**src/rtl/mon_chk_pkg.sv**
```systemverilog
package mon_chk_pkg;

  typedef enum logic [1:0] {
    FLT_NONE = 2'd0,
    FLT_UD   = 2'd1,
    FLT_GP   = 2'd2,
    FLT_SS   = 2'd3
  } fault_e;

  typedef enum logic [1:0] {
    MODE_REAL = 2'd0,
    MODE_V86  = 2'd1,
    MODE_PROT = 2'd2,
    MODE_LONG = 2'd3
  } mode_e;

  typedef enum logic [1:0] {
    AW16 = 2'd0,
    AW32 = 2'd1,
    AW64 = 2'd2
  } awidth_e;

  localparam logic [2:0] SEG_SS = 3'd2;
  localparam logic [2:0] SEG_DS = 3'd3;

  localparam logic [7:0] OPC_B0 = 8'hF3;
  localparam logic [7:0] OPC_B1 = 8'h0F;
  localparam logic [7:0] OPC_B2 = 8'hAE;
  localparam logic [2:0] OPC_REG = 3'd6;

endpackage

```
**src/rtl/mon_fault_eval.sv**
```systemverilog
module mon_fault_eval
  import mon_chk_pkg::*;
#(
  parameter int ADDR_W    = 64,
  parameter int LIMIT_W   = 32,
  parameter int CANON_MSB = 47
) (
  input  logic [ADDR_W-1:0]  addr,
  input  logic [LIMIT_W-1:0] limit,
  input  logic [2:0]         seg,
  input  mode_e              mode,
  input  logic               lock,
  input  logic               feat_en,
  input  logic               seg_null,
  output fault_e             fault
);

  localparam int HI_W  = ADDR_W - CANON_MSB;
  localparam int PAD_W = ADDR_W - LIMIT_W;

  logic [ADDR_W-1:0] limit_ext;
  logic [HI_W-1:0]   hi_bits;
  logic              over_limit;
  logic              over_16;
  logic              canon_ok;
  fault_e            range_flt;

  always_comb begin
    limit_ext  = {{PAD_W{1'b0}}, limit};
    hi_bits    = addr[ADDR_W-1:CANON_MSB];
    over_limit = addr > limit_ext;
    over_16    = |addr[ADDR_W-1:16];
    canon_ok   = (&hi_bits) || !(|hi_bits);
    range_flt  = (seg == SEG_SS) ? FLT_SS : FLT_GP;
  end

  always_comb begin
    fault = FLT_NONE;
    if (lock || !feat_en) begin
      fault = FLT_UD;
    end else begin
      unique case (mode)
        MODE_PROT: begin
          if (seg_null)        fault = FLT_GP;
          else if (over_limit) fault = range_flt;
        end
        MODE_LONG: if (!canon_ok) fault = range_flt;
        default:   if (over_16)   fault = range_flt;
      endcase
    end
  end

endmodule

```
**config.mk**
```make
export PLATFORM = sky130hd
export DESIGN_NAME = mon_fault_eval
export DESIGN_NICKNAME = d
export VERILOG_FILES = /design/src/rtl/mon_chk_pkg.sv /design/src/rtl/mon_fault_eval.sv
export SDC_FILE = /design/constraint.sdc
export NUM_CORES = 1
export LEC_CHECK = 0
export ABC_AREA = 1
export BUFFER_PORTS_ARGS = -buffer_cell sky130_fd_sc_hd__buf_4
export CAP_MARGIN = 15
export CORE_ASPECT_RATIO = 0.9
export CORE_MARGIN = 5
export CORE_UTILIZATION = 36
export DETAILED_ROUTE_END_ITERATION = 16
export GPL_ROUTABILITY_DRIVEN = 0
export PLACE_DENSITY = 0.79
export RECOVER_POWER = 100
export SYNTH_ARGS = -nofsm -noshare
export SYNTH_HDL_FRONTEND = slang
export SYNTH_SLANG_ARGS = --single-unit
```
**constraint.sdc**
```tcl
create_clock -name vclk -period 1.3
set_clock_uncertainty 0.15 [all_clocks]
set_input_delay 0 -clock vclk [all_inputs]
set_output_delay 0 -clock vclk [all_outputs]
set_load 0.005 [all_outputs]
```
After elaboration in Yosys (flattened, before gate mapping)
Cells that the tools add are included.
Word-level totals
  register bits: 0
  bits of input ports: 104
  output and inout bits: 2
  word-level logic and storage cells: 18
Cells by class
  order comparisons: 1
  equality and inequality tests: 3
  mux-type cells: 7
  reductions and logical operators: 7
Operators with widths (count)
  64-bit by 32-bit greater-than comparator with 1-bit output: 1
  48-bit OR reduction: 1
  17-bit AND reduction: 1
  17-bit OR reduction: 1
  2-bit two-way mux: 5
  2-bit == test, second input constant: 2
  2-bit one-hot mux with 2 select lines: 1
  3-bit by 2-bit == test with 1-bit output, second input constant: 1
  1-bit logical NOT: 2
  1-bit logical OR: 2
  1-bit two-way mux: 1

Depth between registers and ports, before layout
Gate-level depths: netlist of run 1.
  depth in word-level cells: 6
  mapped depth: 17

Worst setup path before layout of run 1
Ideal clock, no wire load.
  kind: input to output
  start point: in limit[31]
  end point: out fault[1]
  arrival time: 1135 ps
  data required time: 1150 ps
  setup slack: 15 ps
  stages: 12
  buffers on the path: 0
  cells stage by stage: inv_1 > ha_1 > nand2_1 > nor2_2 > and2_1 > and3b_1 > nand2_1 > nand3_2 > nand2_1 > nand2_1 > nand2_1 > a21oi_2
On the way
  cells in the longest elaborated chain, start to end: 5
RTL lines
  from (decl): RTL line mon_fault_eval.sv:9  | input logic [LIMIT_W-1:0] limit,
  64-bit by 32-bit greater-than comparator with 1-bit output: RTL line mon_fault_eval.sv:31  | over_limit = addr > limit_ext;
  2-bit two-way mux: RTL line mon_fault_eval.sv:45  | else if (over_limit) fault = range_flt;
  2-bit two-way mux: RTL line mon_fault_eval.sv:44  | if (seg_null) fault = FLT_GP;
  2-bit one-hot mux with 2 select lines: RTL line mon_fault_eval.sv:42  | unique case (mode)
  2-bit two-way mux: RTL line mon_fault_eval.sv:39  | if (lock || !feat_en) begin
  to (decl): RTL line mon_fault_eval.sv:15  | output fault_e fault
No other way between the ends.

Worst setup path in the final report of run 1
  start point: in addr[30]
  end point: out fault[1]
On the way
  cells in the longest elaborated chain, start to end: 5
  elaborated cells between the ends (all ways): 7
  classes of those cells: order compare (1); mux (5); reduce/logical (1)
RTL lines
  from (decl): RTL line mon_fault_eval.sv:8  | input logic [ADDR_W-1:0] addr,
  64-bit by 32-bit greater-than comparator with 1-bit output: RTL line mon_fault_eval.sv:31
  2-bit two-way mux: RTL line mon_fault_eval.sv:45
  2-bit two-way mux: RTL line mon_fault_eval.sv:44
  2-bit one-hot mux with 2 select lines (*): RTL line mon_fault_eval.sv:42
  2-bit two-way mux (*): RTL line mon_fault_eval.sv:39
Every way passes the cells marked *; elsewhere a longest branch is shown, timed or not.

==> impl_summary.md, run 1 <==
Placement
The wire-length estimate of the detail-placed layout is 3470 um. Timing analysis after detailed placement gives a worst setup slack of -0.338 ns. The number of input and output port buffers inserted is 106.

Synth
The area of the mapped netlist is 1200 um^2. The portion of the post-synthesis area used by sequential elements is 0. The top-area cell type share of the netlist area is 0.334.

The synthesized instance count is 205. The library cell with the highest instance count after synthesis is sky130_fd_sc_hd__nand2_1. Summed over all instances, the cell type with the most area after synthesis is sky130_fd_sc_hd__ha_1. The count of unique library cells instantiated by Yosys is 23. The net count after synthesis is 341.

The synthesized area per cell is 5.84 um^2. In the post-synthesis netlist, the biggest area contributors are sky130_fd_sc_hd__ha_1, sky130_fd_sc_hd__nand2_1, sky130_fd_sc_hd__inv_1, sky130_fd_sc_hd__a21oi_1, sky130_fd_sc_hd__nor2_1. Counting instances in the post-synthesis netlist gives the leading cell types as sky130_fd_sc_hd__nand2_1, sky130_fd_sc_hd__inv_1, sky130_fd_sc_hd__ha_1, sky130_fd_sc_hd__nor2_1, sky130_fd_sc_hd__a21oi_1. For this run, the number of Yosys warnings is 0.

Pwr
The internal power contribution is 0.000421 W. The combinational power share is 1.000. The analysis attributes to cell leakage a power of 1.32 nW. The analysis attributes to net switching a power of 0.000292 W. VDD sags by at most 0.160 mV. Total power for the finished layout comes to 0.000714 W. The areal power density over the cells is 290 nW/um^2. The fraction of power spent switching nets is 0.409.

The share of total power dissipated in sequential elements is 0. The clock share of power is 0.

Setup path
STA classifies the critical path startpoint as an input port. The critical path required time is 1.15 ns. STA classifies the critical path endpoint as an output port.

The maximum net fanout on the critical path is 2. The source of the critical timing path is addr[30]. The critical path arrival is 1.39 ns. The critical path is of the input port to output port type.

Route
Dividing the detail-routed via count by the number of cells gives 4.77. After detailed routing, the number of remaining DRC violations is 0. The final routed wire length divided by cell count is 12.7 um. The total detailed-routing wirelength is 4620 um.

The overall via count from detail_route is 1733. The post-detailed-route count of antenna-violating nets is 0. The detailed-routing iteration count for the pre-antenna-repair pass is 4. After the first detailed-routing iteration, the DRC count stood at 63.

Final layout
The number of filler cells placed in the layout is 234. The number of flip-flops and latches is 0. The footprint of the flip-flops and latches is 0 um^2. The repair_antennas step left the layout with diodes totalling 0.

Counting the clock-network buffers in the layout gives 0. The share of the core filled with cells in the final layout is 0.783. Relative to the synthesized area, the layout overhead comes to 105%. At the end of the flow, the number of nets in the layout was 459. The fraction of final layout cells with drive strength greater than 1 is 0.526.

Timing
The slew at the pin closest to its max-slew limit is 0.304 ns. The count of endpoints failing hold in the final timing report came to 0. Of the available clock period, the critical path in the final layout requires 1.18. The setup slack after layout is -0.240 ns. Measured against its own limit, the worst slew margin works out to 0.795.

The fmax is 0.649 GHz. The max-slew violation count is 0. Setup violations remaining at the end of the flow were counted as 2.

Setup repair after global routing could not meet its margin everywhere. The minimum clock period after layout is 1.54 ns.

Min path
The cell count of the worst hold path is 4. The tightest min-delay check is of the input port to output port type. The end point of the worst hold path is fault[0]. The startpoint identified for the worst hold timing path is lock.

Global routing
The global-route wire length before repair is 6860 um. The initial antenna violation count is 0. The maximum number of pins on one net before global-route repair is 4. The via count of the first global-routing pass is 1695.

The global-route usage over all layers is 0.176. The total overflow reported by the global router is 0.

Floorplanning
The standard-cell row count is 19. 106 I/O pins were placed. The die covers 4580 um^2.

The core region is 3140 um^2. In this run the vertical extent of the chip is 64.7 um. The floorplan die width is 70.8 um. The initial utilization of the core area, before any placement, comes to 0.382.

Flow run
The tool flagged a number of max-cap violations equal to 0.

CTS
For this design, the CTS-stage hold fixing added 0 buffers.

Outcome
The flow ran to the end, but the final reports show violations. The final reports fail on setup timing.
-- critical path, stage by stage --
cell and delay [ns]:
sky130_fd_sc_hd__buf_6 0.10, sky130_fd_sc_hd__ha_4 0.27, sky130_fd_sc_hd__nand2_4 0.06, sky130_fd_sc_hd__nor2_4 0.11, sky130_fd_sc_hd__and2_4 0.14, sky130_fd_sc_hd__and3b_2 0.20
sky130_fd_sc_hd__nand2_2 0.06, sky130_fd_sc_hd__nand3_2 0.05, sky130_fd_sc_hd__nand2_1 0.05, sky130_fd_sc_hd__nand2_1 0.05, sky130_fd_sc_hd__nand2_1 0.06, sky130_fd_sc_hd__a21oi_2 0.12
sky130_fd_sc_hd__buf_4 0.12
-- placed cells by master (no fill, tap or decap), drive strengths merged, types with 3 or more instances in the layout --
cell type and count:
nor3 3, nor2 22, buf 116, ha 32, nand3 7, nand2 49, inv 49, a21oi 16
nand4 7, nor4 9
-- final cells by class --
cell class                 instances  area, um^2  share of cell area
multi-input combinational        156        1260               0.515
timing repair buffer             116         942               0.383
inverter                          49         199              0.0809
tap                               42        52.6              0.0214
-- what timing repair did --
action	4_1_cts	5_1_grt
gates resized for setup	38	34
cloned	0	0
setup buffers	4	0
setup endpoints to repair	2	2
pin swaps	23	21
-- logic make-up (layout without fill, tap and decap cells) --
kind of cell,Yosys count,in the layout,synth area share
and+or+nand+nor,102,102,0.409
AOI/OAI and AO/OA,22,22,0.103
adders and majority gates,32,32,0.334
buffers and inverters,49,165,0.154
-- per-stage QoR --
step	instances	setup TNS, ns	hold WS, ns	instance area, um^2
4_1_cts	363	-0.457	0.132	2330
6_report	363	-0.437	0.128	2460
3_5_place_dp	359	-0.622	0.131	2090
2_1_floorplan	205	0	-0.0542	1200
5_1_grt	363	-0.637	0.139	2460
3_3_place_gp	359	-0.461	0.131	2090
-- power groups by stage --
| stage | clock network (W) | registers [W] | logic (W) |
|---|---|---|---|
| floorplan | 0 | 0 | 0.000220 |
| global placement | 0 | 0 | 0.000531 |
| detailed placement | 0 | 0 | 0.000542 |
| CTS | 0 | 0 | 0.000630 |
| global route | 0 | 0 | 0.000789 |
| finish | 0 | 0 | 0.000714 |
-- how the worst max path moves through the flow --
stage | to | slack (ns) | depth (start not counted)
after floorplan | fault[1] | 0.02 | 12
after detailed placement | fault[1] | -0.34 | 13
after global routing | fault[1] | -0.33 | 14
after global placement | fault[1] | -0.25 | 13
after CTS | fault[1] | -0.27 | 13
final | fault[1] | -0.24 | 13
-- per-layer routing --
metal  track usage  up-vias  wire length (um)
li1              -      904                 -
met1         0.194      749              1780
met2         0.350       75              2430
met3        0.0417        5               384
met4        0.0211        0                33
met5             0        -                 0
(Power assumes the default switching activity.)
==> inputs of run 2 (changes only) <==
- CORE_MARGIN: 5 -> 4
==> impl_summary.md, run 2 (same netlist as run 1, synthesis figures left out) <==
Route
The wire length the detailed router placed on met1 is 1680 um (-5.4%). The via-per-instance ratio is 4.88 (+2.1%). The total detailed-routing wirelength came to 4740 um (+2.5%). The met3 layer wire length in the routed design is 366 um (-4.7%). The number of remaining DRC errors is 0 (unchanged). The overall via count from detail_route was 1775 (+2.4%). The final routed wire length divided by cell count is 13.0 um (+2.2%). In this run the top signal layer used is met4. The detailed-routing iteration count for the pre-antenna-repair pass is 6 (+2).

The routed length on met2 was 2550 um (+4.9%). The number of DRC markers after the initial detailed-route iteration came to 35 (-44%). The post-detailed-route count of antenna-violating nets was 0 (unchanged).

Min path
The cell count of the worst hold path was 4 (unchanged). The tightest min-delay check is of the input port to output port type. The worst hold path begins at lock.

Floorplanning
The standard-cell row count was 19 (unchanged). The area of the die is 4310 um^2 (-5.8%). The core outline area was 3110 um^2 (-0.76%).

The height of the die is 62.7 um (-3.1%). The starting density of the core came to 0.384 (+0.00291). The number of top-level design ports is 106 (unchanged). The floorplan die width is 68.8 um (-2.8%).

Global routing
The global-route wire length before repair was 7110 um (+3.7%). The maximum number of pins on one net before global-route repair was 4 (unchanged). The initial antenna violation count is 0 (unchanged). The via count of the first global-routing pass is 1789 (+5.5%). The global-route usage over all layers is 0.202 (+0.0260). The total overflow reported by the global router came to 0 (unchanged).

Timing
The fmax is 0.640 GHz (-1.3%). The minimum clock period after layout is 1.56 ns (+0.0210 ns). The worst-case hold slack is 0.135 ns (+0.00665 ns). The count of endpoints failing hold in the final timing report is 0 (unchanged). The setup-violating endpoint count in the final report is 2 (unchanged).

The slew at the pin closest to its max-slew limit is 0.343 ns (+0.0385 ns). The setup slack after layout came to -0.261 ns (-0.0210 ns). The max-slew violation count is 0 (unchanged). Setup repair after global routing could not meet its margin everywhere. The worst relative slew slack is 0.770 (-0.0259). The portion of the clock cycle consumed by the worst path in the final layout was 1.20 (+0.0161).

Final layout
The layout overhead on the synthesized area is 105%. Leaving out fill and tap cells, the most frequent cells in the layout are sky130_fd_sc_hd__buf_4, sky130_fd_sc_hd__nand2_1, sky130_fd_sc_hd__inv_1. The number of filler cells placed in the layout is 245 (+4.7%). The share of the core filled with cells in the final layout came to 0.787 (+0.00397). The net total in the final layout is 460 (+0.22%).

The final non-filler cell area is 2450 um^2 (-0.25%). The antenna diode count was 0 (unchanged). The footprint of the flip-flops and latches came to 0 um^2 (unchanged). The number of flip-flops and latches came to 0 (unchanged).

The fraction of final layout cells with drive strength greater than 1 is 0.528 (+0.00147). The clock buffer instance count of the final layout is 0 (unchanged). The total area of multi-input combinational cells is 1280 um^2 (+1.1%). The most frequent standard cell in the layout excluding fill and tap cells is sky130_fd_sc_hd__buf_4.

Outcome
The flow ran to the end, but the final reports show violations. The checks that failed: setup timing.

Setup path
The class of the most critical setup path is input port to output port. The largest stage delay on the critical path is 0.34 ns (+0.07 ns). The critical path required time came to 1.15 ns (about the same).

STA classifies the critical path startpoint as an input port. The maximum net fanout on the critical path is 3 (+1). The critical path endpoint category is an output port. The slowest cell on the critical path is sky130_fd_sc_hd__ha_1. The critical path arrival is 1.41 ns (+0.02 ns). The critical path goes through buf_4 > ha_1 > nand4_1 > and3b_1 > nand2_1 > nand3_2 > nand2_1 > nand2_1 > nand2_1 > a21oi_2 > buf_4. The dominant cell type by count on the critical path is sky130_fd_sc_hd__nand2_1. The source of the critical timing path is addr[19]. The critical path ends at fault[1].

Placement
The area after detailed placement is 2110 um^2 (+0.72%). The number of input and output port buffers inserted was 106 (unchanged). The worst slack after detailed placement came to -0.295 ns (+0.0422 ns). The HPWL reported at the end of detailed placement is 3530 um (+1.7%).

Flow run
The number of violations of the max-capacitance limit is 0 (unchanged).

Pwr
The maximum resistive drop on vdd is 0.171 mV (+7.2%). The static power due to leakage is 1.32 nW (+0.19%). The areal power density over the cells came to 296 nW/um^2 (+2.0%).

CTS
The quantity of hold-fixing buffers added after cts is 0 (unchanged).
run 2: layout make-up:
class / count / share of cell area
Inverter: 49 / 0.0791
Multi-Input combinational cell: 156 / 0.521
Tap cell: 42 / 0.0214
Timing Repair Buffer: 117 / 0.378
run 2: per-stage QoR:
step	std cells	total power, W	setup TNS (ns)
floorplan	205	0.000220	0
global placement	361	0.000533	-0.468
detailed placement	361	0.000548	-0.540
CTS	363	0.000630	-0.465
global route	364	0.000803	-0.723
finish	364	0.000726	-0.503
run 2: how the worst min path moves through the flow:
stage,to
floorplan,fault[0]
global placement,fault[0]
detailed placement,fault[0]
CTS,fault[0]
global route,fault[0]
finish,fault[0]
run 2: layer usage:
metal	vias to the layer above	GRT usage
met3	16	0.0234
met2	80	0.391
met4	0	0.0511
met5	-	0
met1	771	0.221
li1	908	-
run 2: what timing repair did:
| item | 4_1_cts | 5_1_grt |
|---|---|---|
| pin swaps | 20 | 22 |
| setup endpoints to repair | 2 | 2 |
| setup buffers | 2 | 1 |
| gates resized for setup | 39 | 29 |
run 2: power by group:
group / leakage [nW] / switching [W] / total (W) / internal (W)
Clock: 0 / 0 / 0 / 0
Combinational: 1.32 / 0.000303 / 0.000726 / 0.000423
Sequential: 0 / 0 / 0 / 0
Total: 1.32 / 0.000303 / 0.000726 / 0.000423
run 2: worst max-delay path: cells and delay by family:
family | cells | cell delay [ns]
AO/OA/AOI/OAI | 1 | 0.12
adder cells (fa/ha/maj) | 1 | 0.34
buffers and inverters | 2 | 0.24
AND/OR/NAND/NOR | 7 | 0.71
==> inputs of run 3 (changes only) <==
- CORE_MARGIN: 4 -> 8
==> impl_summary.md, run 3 (same netlist as run 1, synthesis figures left out) <==
Timing
The count of endpoints failing hold in the final timing report is 0 (unchanged). Setup repair after global routing could not meet its margin everywhere. The fmax is 0.643 GHz (+0.40%).

The worst relative slew slack is 0.735 (-0.0345). The portion of the clock cycle consumed by the worst path in the final layout came to 1.20 (-0.00476). The max-slew violation count is 0 (unchanged).

The setup-violating endpoint count in the final report was 2 (unchanged). The setup slack after layout is -0.255 ns (+0.00619 ns). The minimum clock period after layout is 1.56 ns (-0.00619 ns). The slew at the pin closest to its max-slew limit is 0.394 ns (+0.0512 ns).

Final layout
The library cells used most frequently in the layout, excluding fill and tap cells, are sky130_fd_sc_hd__buf_4, sky130_fd_sc_hd__nand2_1, sky130_fd_sc_hd__inv_1. The footprint of the flip-flops and latches is 0 um^2 (unchanged). The final non-filler cell area was 2570 um^2 (+4.8%). The antenna diode count is 0 (unchanged). The number of flip-flops and latches was 0 (unchanged). The final non-filler cell total is 363 (-0.27%). The fraction of final layout cells with drive strength greater than 1 is 0.586 (+0.0583). Leaving out fill and tap cells, the most frequent cell in the layout is sky130_fd_sc_hd__buf_4.

The clock buffer instance count of the final layout is 0 (unchanged). From synthesis to final layout, the design area changed by 115%. The net total in the final layout is 457 (-0.65%).

Route
The number of remaining DRC errors came to 0 (unchanged). The number of DRC markers after the initial detailed-route iteration is 69 (+97%). The via-per-instance ratio was 4.77 (-2.2%).

The total detailed-routing wirelength is 4980 um (+5.0%). The final routed wire length divided by cell count was 13.7 um (+5.2%). The post-detailed-route count of antenna-violating nets is 0 (unchanged). The detailed-routing iteration count for the pre-antenna-repair pass is 4 (-2). The overall via count from detail_route was 1732 (-2.4%).

Outcome
The flow ran to the end, but the final reports show violations. The checks that failed: setup timing.

Global routing
The global-route usage over all layers is 0.158 (-0.0446). The via count of the first global-routing pass is 1828 (+2.2%). The initial antenna violation count is 0 (unchanged).

The global-route wire length before repair is 7520 um (+5.7%). The total overflow reported by the global router is 0 (unchanged). The maximum number of pins on one net before global-route repair is 4 (unchanged).

Min path
For hold timing, the worst endpoint is fault[0]. The worst min-delay path class is input port to output port. The cell count of the worst hold path is 4 (unchanged). The worst hold path begins at lock.

Floorplanning
The starting density of the core is 0.365 (-0.0192). The floorplan die width is 76.8 um (+12%). The number of top-level design ports was 106 (unchanged).

The core outline area came to 3280 um^2 (+5.3%). The standard-cell row count is 20 (+1). The area of the die is 5430 um^2 (+26%). The height of the die came to 70.7 um (+13%).

Pwr
The maximum resistive drop on vdd was 0.163 mV (-4.5%). The overall power came to 0.000767 W (+5.6%). The static power due to leakage is 1.31 nW (-0.93%). The areal power density over the cells is 298 nW/um^2 (+0.74%).

Setup path
The maximum net fanout on the critical path is 2 (-1). The cell class contributing the biggest share of worst-path delay is simple AND/OR/NAND/NOR gates. The critical path startpoint category is an input port. STA classifies the critical path endpoint as an output port. Traced cell by cell, the critical path runs through buf_6 > ha_4 > nand2_4 > nor2_4 > and2_4 > and3b_2 > nand2_2 > nand3_2 > nand2_1 > nand2_1 > nand2_1 > a21oi_2 > buf_4. The dominant cell type by count on the critical path is sky130_fd_sc_hd__nand2_1. The largest stage delay on the critical path is 0.28 ns (-0.06 ns). The slowest stage of the critical path is the sky130_fd_sc_hd__ha_4 cell. The critical path in this run is classified as input port to output port. The critical path required time was 1.15 ns (about the same). The buffering stage count on the worst path with inverters included is 2 (unchanged). The critical path arrival is 1.41 ns (about the same).

Flow run
The number of violations of the max-capacitance limit is 0 (unchanged).

Placement
The HPWL reported at the end of detailed placement is 3790 um (+7.5%). The number of input and output port buffers inserted is 106 (unchanged). The worst slack after detailed placement is -0.289 ns (+0.00626 ns). The area after detailed placement is 2090 um^2 (-0.59%).

The number of cells after detailed placement is 361 (unchanged).

CTS
The quantity of hold-fixing buffers added after cts was 0 (unchanged).
run 3: cell count changes in the layout (fill, tap and decap cells not counted), moves of 3 or more:
cell / change
sky130_fd_sc_hd__inv_1: -5
sky130_fd_sc_hd__nand2_2: +3
sky130_fd_sc_hd__buf_6: +3
sky130_fd_sc_hd__inv_2: +5
sky130_fd_sc_hd__ha_4: +8
sky130_fd_sc_hd__nand2_1: -3
sky130_fd_sc_hd__buf_4: -7
sky130_fd_sc_hd__ha_1: -8
run 3: power by group:
part | internal, W | switching (W)
registers | 0 | 0
clock network | 0 | 0
logic | 0.000450 | 0.000317
run 3: worst min-delay path, cell delays in order:
cell,delay [ns]
sky130_fd_sc_hd__buf_4,0.08
sky130_fd_sc_hd__nor2_1,0.04
sky130_fd_sc_hd__nand2_1,0.06
sky130_fd_sc_hd__buf_4,0.10
run 3: worst max-delay path by stage:
| stage | to | from | slack, ns | depth (start not counted) |
|---|---|---|---|---|
| after floorplan | fault[1] | limit[31] | 0.02 | 12 |
| after global placement | fault[1] | addr[31] | -0.25 | 13 |
| after detailed placement | fault[1] | addr[31] | -0.29 | 13 |
| after CTS | fault[1] | addr[29] | -0.23 | 13 |
| after global routing | fault[0] | limit[25] | -0.34 | 14 |
| final | fault[1] | addr[27] | -0.26 | 13 |
run 3: stage by stage:
step                      hold WS [ns]  TNS [ns]   util
after floorplan                -0.0542         0      -
after global placement           0.129    -0.475  0.639
after detailed placement         0.128    -0.544  0.639
after CTS                        0.128    -0.453  0.718
after global routing             0.164    -0.674  0.784
final                            0.126    -0.492  0.784
run 3: area by class of cell:
| class | instances | area [um^2] |
|---|---|---|
| multi-input cells | 156 | 1400 |
| repair buffers | 114 | 923 |
| well taps | 44 | 55.1 |
| fillers | 243 | 707 |
| inverters | 49 | 194 |
run 3: timing repair:
action	4_1_cts	5_1_grt
setup buffers	2	0
setup endpoints to repair	2	2
pin swaps	25	25
resized for setup	48	44
run 3: per-layer routing:
metal	wire length, um	part of all wire	vias up	GRT usage
li1	-	-	902	-
met1	1920	0.39	768	0.159
met2	2680	0.54	58	0.318
met3	355	0.071	4	0.0456
met4	21	0.0042	0	0.0149
met5	0	0	-	0
